===== config.mk =====
export PLATFORM = sky130hd
export DESIGN_NAME = xbus_cycle_seq
export DESIGN_NICKNAME = d
export VERILOG_FILES = /design/src/rtl/xbus_pkg.sv /design/src/rtl/xbus_rfsh_timer.sv /design/src/rtl/xbus_wait_ctrl.sv /design/src/rtl/xbus_strobe_dec.sv /design/src/rtl/xbus_cycle_seq.sv
export SDC_FILE = /design/constraint.sdc
export NUM_CORES = 1
export LEC_CHECK = 0
export BUFFER_PORTS_ARGS = -buffer_cell sky130_fd_sc_hd__buf_2
export CELL_PAD_IN_SITES_DETAIL_PLACEMENT = 2
export CELL_PAD_IN_SITES_GLOBAL_PLACEMENT = 2
export CORE_UTILIZATION = 32
export DETAILED_ROUTE_END_ITERATION = 8
export GPL_TIMING_DRIVEN = 0
export HOLD_SLACK_MARGIN = 0.12
export PLACE_DENSITY = 0.84
export REMOVE_ABC_BUFFERS = 1
export SLEW_MARGIN = 20
export SYNTH_ARGS = -nofsm -noshare
export SYNTH_HDL_FRONTEND = slang
export SYNTH_SLANG_ARGS = --single-unit

===== constraint.sdc =====
create_clock -name clk -period 3.3 [get_ports clk]
set_input_delay 0.495 -clock clk [delete_from_list [all_inputs] [get_ports clk]]
set_output_delay 0.495 -clock clk [all_outputs]
set_load 0.02 [all_outputs]

===== src/rtl/xbus_pkg.sv =====
// Shared types for the expansion bus cycle sequencer.
// Assumes: transfer kind bit 1 selects I/O space, bit 0 selects write.
package xbus_pkg;

    typedef enum logic [1:0] {
        KIND_MEM_RD = 2'b00,
        KIND_MEM_WR = 2'b01,
        KIND_IO_RD  = 2'b10,
        KIND_IO_WR  = 2'b11
    } xfer_kind_e;

    typedef enum logic [1:0] {
        SEQ_IDLE = 2'b00,
        SEQ_CPU  = 2'b01,
        SEQ_RFSH = 2'b10
    } seq_state_e;

endpackage


===== src/rtl/xbus_rfsh_timer.sv =====
// Periodic refresh requester.
// It counts clocks free-running from reset and raises a sticky pending flag
// every PERIOD edges. The flag clears when the sequencer takes the slot.
// Assumes: take is only asserted while pend is high.
module xbus_rfsh_timer #(
    parameter int PERIOD = 72
) (
    input  logic clk,
    input  logic rst_n,
    input  logic take,
    output logic pend
);
    localparam int CW = (PERIOD > 1) ? $clog2(PERIOD) : 1;

    logic [CW-1:0] cnt;
    logic          tick;

    assign tick = (cnt == CW'(PERIOD - 1));

    // Free-running period counter; the schedule never shifts with service.
    always_ff @(posedge clk) begin
        if (!rst_n) cnt <= '0;
        else if (tick) cnt <= '0;
        else cnt <= cnt + 1'b1;
    end

    // Pending flag: set on each period tick, cleared when the slot is taken.
    always_ff @(posedge clk) begin
        if (!rst_n) pend <= 1'b0;
        else if (tick) pend <= 1'b1;
        else if (take) pend <= 1'b0;
    end

    // a pending request survives until it is served
    p_pend_hold_r9: assert property (@(posedge clk) disable iff (!rst_n)
        (pend && !take) |=> pend);

    // the sequencer only takes a slot that is pending
    p_take_only_pend_r9: assert property (@(posedge clk) disable iff (!rst_n)
        take |-> pend);

endmodule


===== src/rtl/xbus_wait_ctrl.sv =====
// Ready stretch and time-out control for the final clock of a processor cycle.
// While at_last is high, each low sample of rdy repeats the clock, up to LIMIT
// times. After that the cycle is finished anyway and tmo is raised.
// Assumes: at_last stays high until finish.
module xbus_wait_ctrl #(
    parameter int LIMIT = 10
) (
    input  logic clk,
    input  logic rst_n,
    input  logic at_last,
    input  logic rdy,
    output logic finish,
    output logic tmo
);
    localparam int WW = $clog2(LIMIT + 1);

    logic [WW-1:0] wcnt;
    logic          at_limit;

    assign at_limit = (wcnt == WW'(LIMIT));
    assign finish   = at_last && (rdy || at_limit);
    assign tmo      = at_last && !rdy && at_limit;

    // Count stretched clocks; the count starts over for every cycle.
    always_ff @(posedge clk) begin
        if (!rst_n) wcnt <= '0;
        else if (!at_last || finish) wcnt <= '0;
        else wcnt <= wcnt + 1'b1;
    end

    // the stretch count never passes the limit
    p_wait_bound_r4: assert property (@(posedge clk) disable iff (!rst_n)
        wcnt <= WW'(LIMIT));

    // a stretched clock is recorded in the count
    p_stretch_grows_r3: assert property (@(posedge clk) disable iff (!rst_n)
        (at_last && !finish) |=> (wcnt != '0));

endmodule


===== src/rtl/xbus_strobe_dec.sv =====
// Decodes sequencer state, phase and transfer kind into the bus control pins.
// Phase 1 of a processor cycle is the address-latch clock; later phases drive
// one command strobe. A refresh slot raises aen and reads memory from phase 2.
// Assumes: phase counts from 1.
module xbus_strobe_dec #(
    parameter int PH_W = 3
) (
    input  logic                   clk,
    input  logic                   rst_n,
    input  xbus_pkg::seq_state_e   st,
    input  logic [PH_W-1:0]        ph,
    input  xbus_pkg::xfer_kind_e   kind,
    output logic                   ale,
    output logic                   memr_n,
    output logic                   memw_n,
    output logic                   ior_n,
    output logic                   iow_n,
    output logic                   aen,
    output logic                   dack0_n
);
    import xbus_pkg::*;

    logic cpu_cmd;
    logic rf_cmd;

    // Combinational pin decode from the registered sequencer state.
    always_comb begin
        cpu_cmd = (st == SEQ_CPU)  && (ph >= PH_W'(2));
        rf_cmd  = (st == SEQ_RFSH) && (ph >= PH_W'(2));
        ale     = (st == SEQ_CPU)  && (ph == PH_W'(1));
        aen     = (st == SEQ_RFSH);
        dack0_n = !(st == SEQ_RFSH);
        memr_n  = !((cpu_cmd && kind == KIND_MEM_RD) || rf_cmd);
        memw_n  = !(cpu_cmd && kind == KIND_MEM_WR);
        ior_n   = !(cpu_cmd && kind == KIND_IO_RD);
        iow_n   = !(cpu_cmd && kind == KIND_IO_WR);
    end

    // never more than one command strobe at once
    p_one_strobe_r7: assert property (@(posedge clk) disable iff (!rst_n)
        $countones({~memr_n, ~memw_n, ~ior_n, ~iow_n}) <= 1);

    // no command during the address-latch clock
    p_no_cmd_in_ale_r7: assert property (@(posedge clk) disable iff (!rst_n)
        ale |-> (memr_n && memw_n && ior_n && iow_n));

    // while aen owns the bus, the processor strobes and ale are blocked
    p_aen_blocks_r8: assert property (@(posedge clk) disable iff (!rst_n)
        aen |-> (memw_n && ior_n && iow_n && !ale));

endmodule


===== src/rtl/xbus_cycle_seq.sv =====
// Expansion bus cycle sequencer, top level.
// It sequences processor memory and I/O cycles (base lengths MEM_CLKS and
// IO_CLKS), stretches the final clock on a low ready, ends runaway stretches
// after WAIT_LIMIT clocks, and slots in a RFSH_CLKS-long refresh every
// RFSH_PERIOD clocks at the next idle point.
// Assumes: req_kind is stable while a cycle runs; req_addr is stable during
// the first clock of a cycle.
module xbus_cycle_seq #(
    parameter int ADDR_W      = 20,
    parameter int MEM_CLKS    = 4,
    parameter int IO_CLKS     = 5,
    parameter int WAIT_LIMIT  = 10,
    parameter int RFSH_PERIOD = 72,
    parameter int RFSH_CLKS   = 4
) (
    input  logic              clk,
    input  logic              rst_n,
    input  logic              req_valid,
    input  logic [1:0]        req_kind,
    input  logic [ADDR_W-1:0] req_addr,
    input  logic              rdy,
    output logic              req_done,
    output logic              rdy_timeout,
    output logic              ale,
    output logic [ADDR_W-1:0] bus_addr,
    output logic              memr_n,
    output logic              memw_n,
    output logic              ior_n,
    output logic              iow_n,
    output logic              aen,
    output logic              dack0_n
);
    import xbus_pkg::*;

    localparam int MAX_CPU  = (IO_CLKS > MEM_CLKS) ? IO_CLKS : MEM_CLKS;
    localparam int MAX_CLKS = (MAX_CPU > RFSH_CLKS) ? MAX_CPU : RFSH_CLKS;
    localparam int PH_W     = $clog2(MAX_CLKS + 1);

    seq_state_e        st;
    logic [PH_W-1:0]   ph;
    xfer_kind_e        kind;
    logic [PH_W-1:0]   cyc_len;
    logic              cpu_last;
    logic              cpu_finish;
    logic              cpu_tmo;
    logic              rf_pend;
    logic              rf_take;
    logic              done_q;
    logic              tmo_q;

    assign cyc_len  = kind[1] ? PH_W'(IO_CLKS) : PH_W'(MEM_CLKS);
    assign cpu_last = (st == SEQ_CPU) && (ph == cyc_len);
    assign rf_take  = (st == SEQ_IDLE) && rf_pend;

    xbus_rfsh_timer #(.PERIOD(RFSH_PERIOD)) u_rfsh (
        .clk   (clk),
        .rst_n (rst_n),
        .take  (rf_take),
        .pend  (rf_pend)
    );

    xbus_wait_ctrl #(.LIMIT(WAIT_LIMIT)) u_wait (
        .clk     (clk),
        .rst_n   (rst_n),
        .at_last (cpu_last),
        .rdy     (rdy),
        .finish  (cpu_finish),
        .tmo     (cpu_tmo)
    );

    xbus_strobe_dec #(.PH_W(PH_W)) u_dec (
        .clk     (clk),
        .rst_n   (rst_n),
        .st      (st),
        .ph      (ph),
        .kind    (kind),
        .ale     (ale),
        .memr_n  (memr_n),
        .memw_n  (memw_n),
        .ior_n   (ior_n),
        .iow_n   (iow_n),
        .aen     (aen),
        .dack0_n (dack0_n)
    );

    // Cycle sequencer: idle arbitration, phase stepping, address capture.
    always_ff @(posedge clk) begin
        if (!rst_n) begin
            st       <= SEQ_IDLE;
            ph       <= PH_W'(1);
            kind     <= KIND_MEM_RD;
            bus_addr <= '0;
            done_q   <= 1'b0;
            tmo_q    <= 1'b0;
        end else begin
            done_q <= 1'b0;
            tmo_q  <= 1'b0;
            case (st)
                SEQ_IDLE: begin
                    ph <= PH_W'(1);
                    if (rf_pend) begin
                        st <= SEQ_RFSH;
                    end else if (req_valid && !done_q) begin
                        st   <= SEQ_CPU;
                        kind <= xfer_kind_e'(req_kind);
                    end
                end
                SEQ_CPU: begin
                    if (ph == PH_W'(1)) bus_addr <= req_addr;
                    if (!cpu_last) begin
                        ph <= ph + 1'b1;
                    end else if (cpu_finish) begin
                        st     <= SEQ_IDLE;
                        ph     <= PH_W'(1);
                        done_q <= 1'b1;
                        tmo_q  <= cpu_tmo;
                    end
                end
                SEQ_RFSH: begin
                    if (ph == PH_W'(RFSH_CLKS)) begin
                        st <= SEQ_IDLE;
                        ph <= PH_W'(1);
                    end else begin
                        ph <= ph + 1'b1;
                    end
                end
                default: st <= SEQ_IDLE;
            endcase
        end
    end

    assign req_done    = done_q;
    assign rdy_timeout = tmo_q;

    // the latched address holds through the command phase
    p_addr_hold_r6: assert property (@(posedge clk) disable iff (!rst_n)
        (st == SEQ_CPU && ph > PH_W'(2)) |-> $stable(bus_addr));

    // completion is a single-clock pulse
    p_done_pulse_r1: assert property (@(posedge clk) disable iff (!rst_n)
        req_done |=> !req_done);

    // an unfinished final clock is repeated
    p_stretch_hold_r3: assert property (@(posedge clk) disable iff (!rst_n)
        (cpu_last && !cpu_finish) |=> (st == SEQ_CPU && ph == $past(ph)));

    // a processor cycle is never split by refresh
    p_no_split_r9: assert property (@(posedge clk) disable iff (!rst_n)
        (st == SEQ_CPU && !cpu_finish) |=> (st == SEQ_CPU));

    // the refresh slot ends after its last clock
    p_rfsh_len_r5: assert property (@(posedge clk) disable iff (!rst_n)
        (st == SEQ_RFSH && ph == PH_W'(RFSH_CLKS)) |=> (st == SEQ_IDLE));

    // a time-out flag only comes with completion
    p_tmo_with_done_r4: assert property (@(posedge clk) disable iff (!rst_n)
        rdy_timeout |-> req_done);

    // a reset edge leaves every pin idle
    p_reset_idle_r10: assert property (@(posedge clk)
        !rst_n |=> (memr_n && memw_n && ior_n && iow_n && dack0_n &&
                    !aen && !ale && !req_done && !rdy_timeout));

endmodule


==> Word-level counts from Yosys, hierarchy flattened <==
Index checks and enable logic that the tools add are counted.
{ "word_totals": {"ff_bits": 41, "n_memories": 0, "latch_bits": 0, "mem_bits_rw": 0, "romBits": 0, "out_inout_bits": 29} }
{ "classes": {"n_reduce_logical": 36, "div": 0, "n_addsub": 3, "mul": 0, "eq_ne": 15, "n_mux": 14, "order_cmp": 1, "bitwise_logic": 2, "n_shift": 0} }
{ "op_table": {"columns": ["cell", "n"], "rows": [
  ["logical AND 1 bit", 13],
  ["2-to-1 mux 2 bit", 5],
  ["2-to-1 mux 3 bit", 3],
  ["one-hot mux 3 bit (3 select lines)", 1],
  ["zero test 1 bit", 8],
  ["AND reduction 4 bit", 2],
  ["adder 7 x 1 -> 7 bit, second input constant", 1],
  ["equality test 7 bit, second input constant", 1],
  ["equality test 2 bit, second input constant", 3],
  ["inequality test 2 x 1 -> 1 bit, second input constant", 3],
  ["one-hot mux 2 bit (3 select lines)", 1],
  ["AND reduction 3 bit", 2],
  ["adder 4 x 1 -> 4 bit, second input constant", 1],
  ["equality test 2 x 1 -> 1 bit, second input constant", 2],
  ["equality test 4 bit, second input constant", 1],
  ["zero test 2 bit", 2],
  ["2-to-1 mux 1 bit", 4],
  ["AND reduction 2 bit", 2],
  ["OR reduction 2 bit", 2],
  ["adder 3 x 1 -> 3 bit, second input constant", 1],
  ["equality test 3 x 1 -> 1 bit, second input constant", 1],
  ["equality test 3 bit", 1],
  ["equality test 3 bit, second input constant", 1],
  ["greater-or-equal comparator 3 x 2 -> 1 bit, second input constant", 1],
  ["6 further kinds", 9]
]} }

==> Logic depth before layout (Yosys ltp) <==
{ "depth": {"word_depth": 7, "depth_mapped": 8, "depth_no_buf": 7} }

==> Modules after synthesis <==
A second synthesis with hierarchy kept.
{ "hier_totals": {"hier_cells": 221, "hier_area_um2": 1963.1} }
{ "modules_own_cells": {"columns": ["module", "instances", "area_each_um2", "cells_per_inst"], "rows": [
  ["xbus_cycle_seq", 1, 1333.8, 155],
  ["xbus_rfsh_timer", 1, 344.1, 36],
  ["xbus_wait_ctrl", 1, 206.4, 19],
  ["xbus_strobe_dec", 1, 78.8, 11]
]} }

==> Worst setup path before layout <==
OpenSTA, ideal clock, no wires.
{ "synth_path": {"kind": "register to register", "from": "register st[0]", "to": "register st[0]", "required_time_ps": 3230, "n_path_buf": 0, "stages_incl_launch_ff": 7, "t_arrival_ps": 1669, "synth_period_minus_slack_ps": 1739, "path_slack_ps": 1561, "path_cell_list": "dfxtp_1 inv_1 ha_1 inv_1 a21oi_1 or4b_1 a21boi_1"} }
{ "synth_via": {"elab_cells_between_ends": 11} }
{ "synth_rtl": {"columns": ["item", "line", "rtl"], "rows": [
  ["start, declared", "xbus_cycle_seq.sv:39", "seq_state_e st;"],
  ["start signal, assigned", "xbus_cycle_seq.sv:89", "st <= SEQ_IDLE;"],
  ["start signal, assigned", "xbus_cycle_seq.sv:102", "st <= SEQ_RFSH;"],
  ["start signal, assigned", "xbus_cycle_seq.sv:104", "st <= SEQ_CPU;"],
  ["equality test 2 bit (*)", null, null],
  ["via aen", "xbus_cycle_seq.sv:30", "output logic aen,"],
  ["inequality test 2 x 1 -> 1 bit (no line)", null, null],
  ["AND reduction 4 bit (no line)", null, null]
]} }
Mark *: on every way through the listed nets, which the timed path passes. The rest lies on a longest branch.
A chain may end at the register's enable or synchronous reset.

==> Final worst setup path <==
{ "layout_path": {"from": "register ph[0]", "to": "output ale"} }
{ "layout_via": {"elab_chain_len": 2} }
{ "layout_rtl": {"columns": ["item", "line", "rtl"], "rows": [
  ["start, declared", "xbus_cycle_seq.sv:40", "logic [PH_W-1:0] ph;"],
  ["start signal, assigned", "xbus_cycle_seq.sv:111", "ph <= ph + 1'b1;"],
  ["start signal, assigned", "xbus_cycle_seq.sv:124", "ph <= ph + 1'b1;"],
  ["equality test 3 x 1 -> 1 bit", "xbus_strobe_dec.sv:30", "ale = (st == SEQ_CPU) && (ph == PH_W'(1));"],
  ["logical AND 1 bit", "xbus_strobe_dec.sv:30", null],
  ["end, declared", "xbus_cycle_seq.sv:24", "output logic ale,"]
]} }
No other way between the ends.

==> reports/qor.txt <==
Outcome: finished clean
Global-route usage over all layers: 17.73%
Pin count of the biggest net entering global routing: 40
Initial Utilization: 33.80%
Hold_sp: rdy
Number of cell rows: 27
TritonCTS clock tree: done
CTS resizes: 0
Ys Warns: 0
LEAKAGE: 1.005 nW
Peak supply drop: 0.0002571 V
Drt wl/cell: 14.79 um
Diodes inserted: 0
Ports: 55
Routed Wire Length: 5.058 mm
Crit path arrival time: 2.36 ns
Vias in the first global route: 1832
Syn Inst Count: 217
Pwr Density: 470.3 nW/um^2
Core ar.: 5574 um^2
R2R Setup Slk: 1.11 ns
Fmax: 350.7 MHz
CP max FO: 21
Sequential fraction of the synthesis area: 43.56%
Via/cell ratio: 4.921
Global route hottest layer: met2
Worst hold endpoint: rdy_timeout$_SDFF_PN0_
Die width: 78.74 um
Slew Viols, Final: 0
Yosys reg bits: 41
GR met2 Demand/Resource: 32.70%
CTS Sinks: 41
Worst min path class: in -> reg
M1 GR Usage: 19.96%
Number of cells on the worst reg-to-reg path: 6
Setup crit start kind: flop
Hold buffers post-CTS: 0
Reg2reg start: ph[0]$_SDFFE_PN1P_
Cts bufs inserted: 5
Synthesized area: 1884 um^2
Synth area leader: dfxtp_1
Post-CTS Setup Bufs: 0
CP endpoint kind: primary output
Clock Skew: 0.006502 ns
Relative slew slack: 55.84%
RSZ-0062 raised after global routing: no
Met3 usage: 3.793%
Clock root buffer: clkbuf_8
Buffers on Ports: 54
Worst R2R End: bus_addr[11]$_SDFFE_PN0P_
Drt drc: 0
Pre-antenna DRT Iters: 2
Hold path depth: 2
Gr ovfl total: 0
First-pass GRT wire length: 8.535 mm
Crit path kind: reg -> out
DP HPWL: 3.648 mm
CP Cell Sequence: ha_1, nand2_1, or2_2, inv_1, buf_2
Fraction of layout cells with a size suffix above 1: 24.07%
Final setup viols: 0
Vias: 1683
TNS Setup: 0 ns
Min Clock Period, post-route: 2.851 ns
Worst path slowest cell: inv_1
Initial antenna violation count: 0
Fin. Hold Viols: 0
Synthesized area per cell: 8.683 um^2
Cell Count, Final, Fillers Out: 342
NumNets Final: 306
Number of library cell types mapped by synthesis: 37
Top cells by area, synth: dfxtp_1 (44%), a21boi_0 (9.6%), nand2_1 (9.4%)
WP data required: 2.80 ns
Gpl congestion: 0.7358
Syn-to-layout area delta: 22.71%
Critical path's largest stage delay: 0.57 ns
Yosys top cell area share: 43.56%
Die ar.: 6199 um^2
Slew at the pin closest to its max-slew limit: 0.6617 ns
Longest Clk Path Bufs: 2
MaxCap Viol Count: 0
Placed cells: 334
Clock-pin slew on the worst setup and hold paths: 0.08 ns
Worst-Skew Late Latency: 0.29 ns
Post-route ant nets: 0
Tcrit/Tclk final: 86.40%
Initial DRC Count: 30
H-tree depth: 2
Chip height: 78.74 um
## cell type report
| cell class | count | area (um^2) |
|---|---|---|
| clock inverter | 1 | 8.758 |
| multi-input combinational | 157 | 988.4 |
| tap | 72 | 90.09 |
| timing repair buffer | 54 | 270.3 |
| clock buffer | 7 | 96.34 |
| inverter | 10 | 37.54 |
| fill | 665 | 3262 |
| sequential | 41 | 820.8 |
## critical path, delay by kind of cell (launching register included)
family	cells	cell delay, ns
flip-flops	1	0.50
buffers and inverters	2	0.85
AND/OR/NAND/NOR	2	0.49
adder cells (fa/ha/maj)	1	0.20
## metrics by stage
| stage | setup slack [ns] | hold slack, ns | util [%] | area, um^2 | power [W] |
|---|---|---|---|---|---|
| floorplan | 1.326 | 0.4175 | - | 1847 | 0.0006528 |
| global placement | 0.7676 | 0.4362 | 39.60 | 2207 | 0.0007171 |
| detailed placement | 0.7400 | 0.4534 | 39.60 | 2207 | 0.0007263 |
| CTS | 0.4092 | 0.4271 | 41.48 | 2312 | 0.001102 |
| global route | 0.2708 | 0.4446 | 41.48 | 2312 | 0.001143 |
| finish | 0.4489 | 0.4334 | 41.48 | 2312 | 0.001087 |
## power by group
part           total, W  switching [W]  internal [W]
clock network  0.000377       0.000184      0.000193
logic          0.000170       0.000107     0.0000630
registers      0.000541      0.0000195      0.000521
## cells in the mapped netlist
| cell type | number |
|---|---|
| xor2_1 | 3 |
| mux2i_1 | 3 |
| buf_2 | 3 |
| a31oi_2 | 1 |
| o2111ai_1 | 1 |
| nand4_1 | 2 |
| dfxtp_1 | 41 |
| o21bai_1 | 1 |
| ha_1 | 11 |
| nand3b_1 | 4 |
| nor4_1 | 1 |
| or4_1 | 1 |
| xnor2_2 | 1 |
| nand3_1 | 8 |
| a21boi_1 | 1 |
| nand2b_1 | 1 |
| nand2_1 | 47 |
| and2_1 | 2 |
| or3_1 | 2 |
| nor2_1 | 10 |
| nor3_1 | 4 |
| clkbuf_1 | 6 |
| a21oi_1 | 3 |
| or4b_1 | 1 |
| xnor2_1 | 2 |
| o41ai_1 | 1 |
| o211ai_1 | 4 |
| or2_2 | 1 |
| o21ai_0 | 5 |
| inv_1 | 10 |
| a41oi_1 | 1 |
| a21boi_0 | 24 |
| nor3b_1 | 1 |
| and3_1 | 2 |
| and3b_1 | 2 |
| nor2b_1 | 5 |
| and4b_1 | 1 |
## worst max path at each step
| stage | start | end | slack, ns | cells after the start |
|---|---|---|---|---|
| 6_report | ph[0]$_SDFFE_PN1P_ | ale | 0.45 | 5 |
| 5_1_grt | ph[0]$_SDFFE_PN1P_ | ale | 0.27 | 5 |
| 4_1_cts | ph[0]$_SDFFE_PN1P_ | ale | 0.41 | 5 |
| 3_5_place_dp | ph[0]$_SDFFE_PN1P_ | ale | 0.74 | 5 |
| 3_3_place_gp | st[1]$_SDFFE_PN0P_ | ale | 0.77 | 6 |
| 2_1_floorplan | ph[0]$_SDFFE_PN1P_ | ale | 1.33 | 4 |
## registers in the layout (all words and copies together), names as in the netlist
signal,count
req_done,1
u_rfsh.cnt,7
rdy_timeout,1
st,2
ph,3
bus_addr,20
u_rfsh.pend,1
u_wait.wcnt,4
kind,2
## per-layer routing
metal  vias to the layer above  part of all wire [%]
met1                       814                    42
met4                         0                   1.4
met2                        27                    53
met3                         8                   3.2
met5                         -                     0
li1                        834                     -
## layout by cell type, fill, tap and decap left out, types with 2 or more instances in the layout
master,count
a21oi_1,3
xnor2_1,2
and3b_1,2
and3_1,2
buf_2,54
clkbuf_8,7
nand3_1,8
xor2_1,3
dfxtp_1,41
ha_1,11
inv_1,10
or3_1,2
nand4_1,2
o211ai_1,4
nor2_1,10
nor3_1,4
and2_1,2
nand3b_1,4
nor2b_1,5
a21boi_0,24
mux2i_1,3
nand2_1,47
o21ai_0,5
## cell families (layout without fill, tap and decap cells)
| kind of cell | after synthesis | in the layout | synth area share, % |
|---|---|---|---|
| buffers and inverters | 19 | 72 | 3.984 |
| multiplexers | 3 | 3 | 1.594 |
| AO/OA/AOI/OAI | 42 | 42 | 16.14 |
| AND/OR/NAND/NOR | 95 | 95 | 24.24 |
| adder cells (fa/ha/maj) | 11 | 11 | 7.304 |
| flip-flops | 41 | 41 | 43.56 |
| XOR/XNOR | 6 | 6 | 3.188 |
Note: power is estimated with default switching activity, not from simulation.
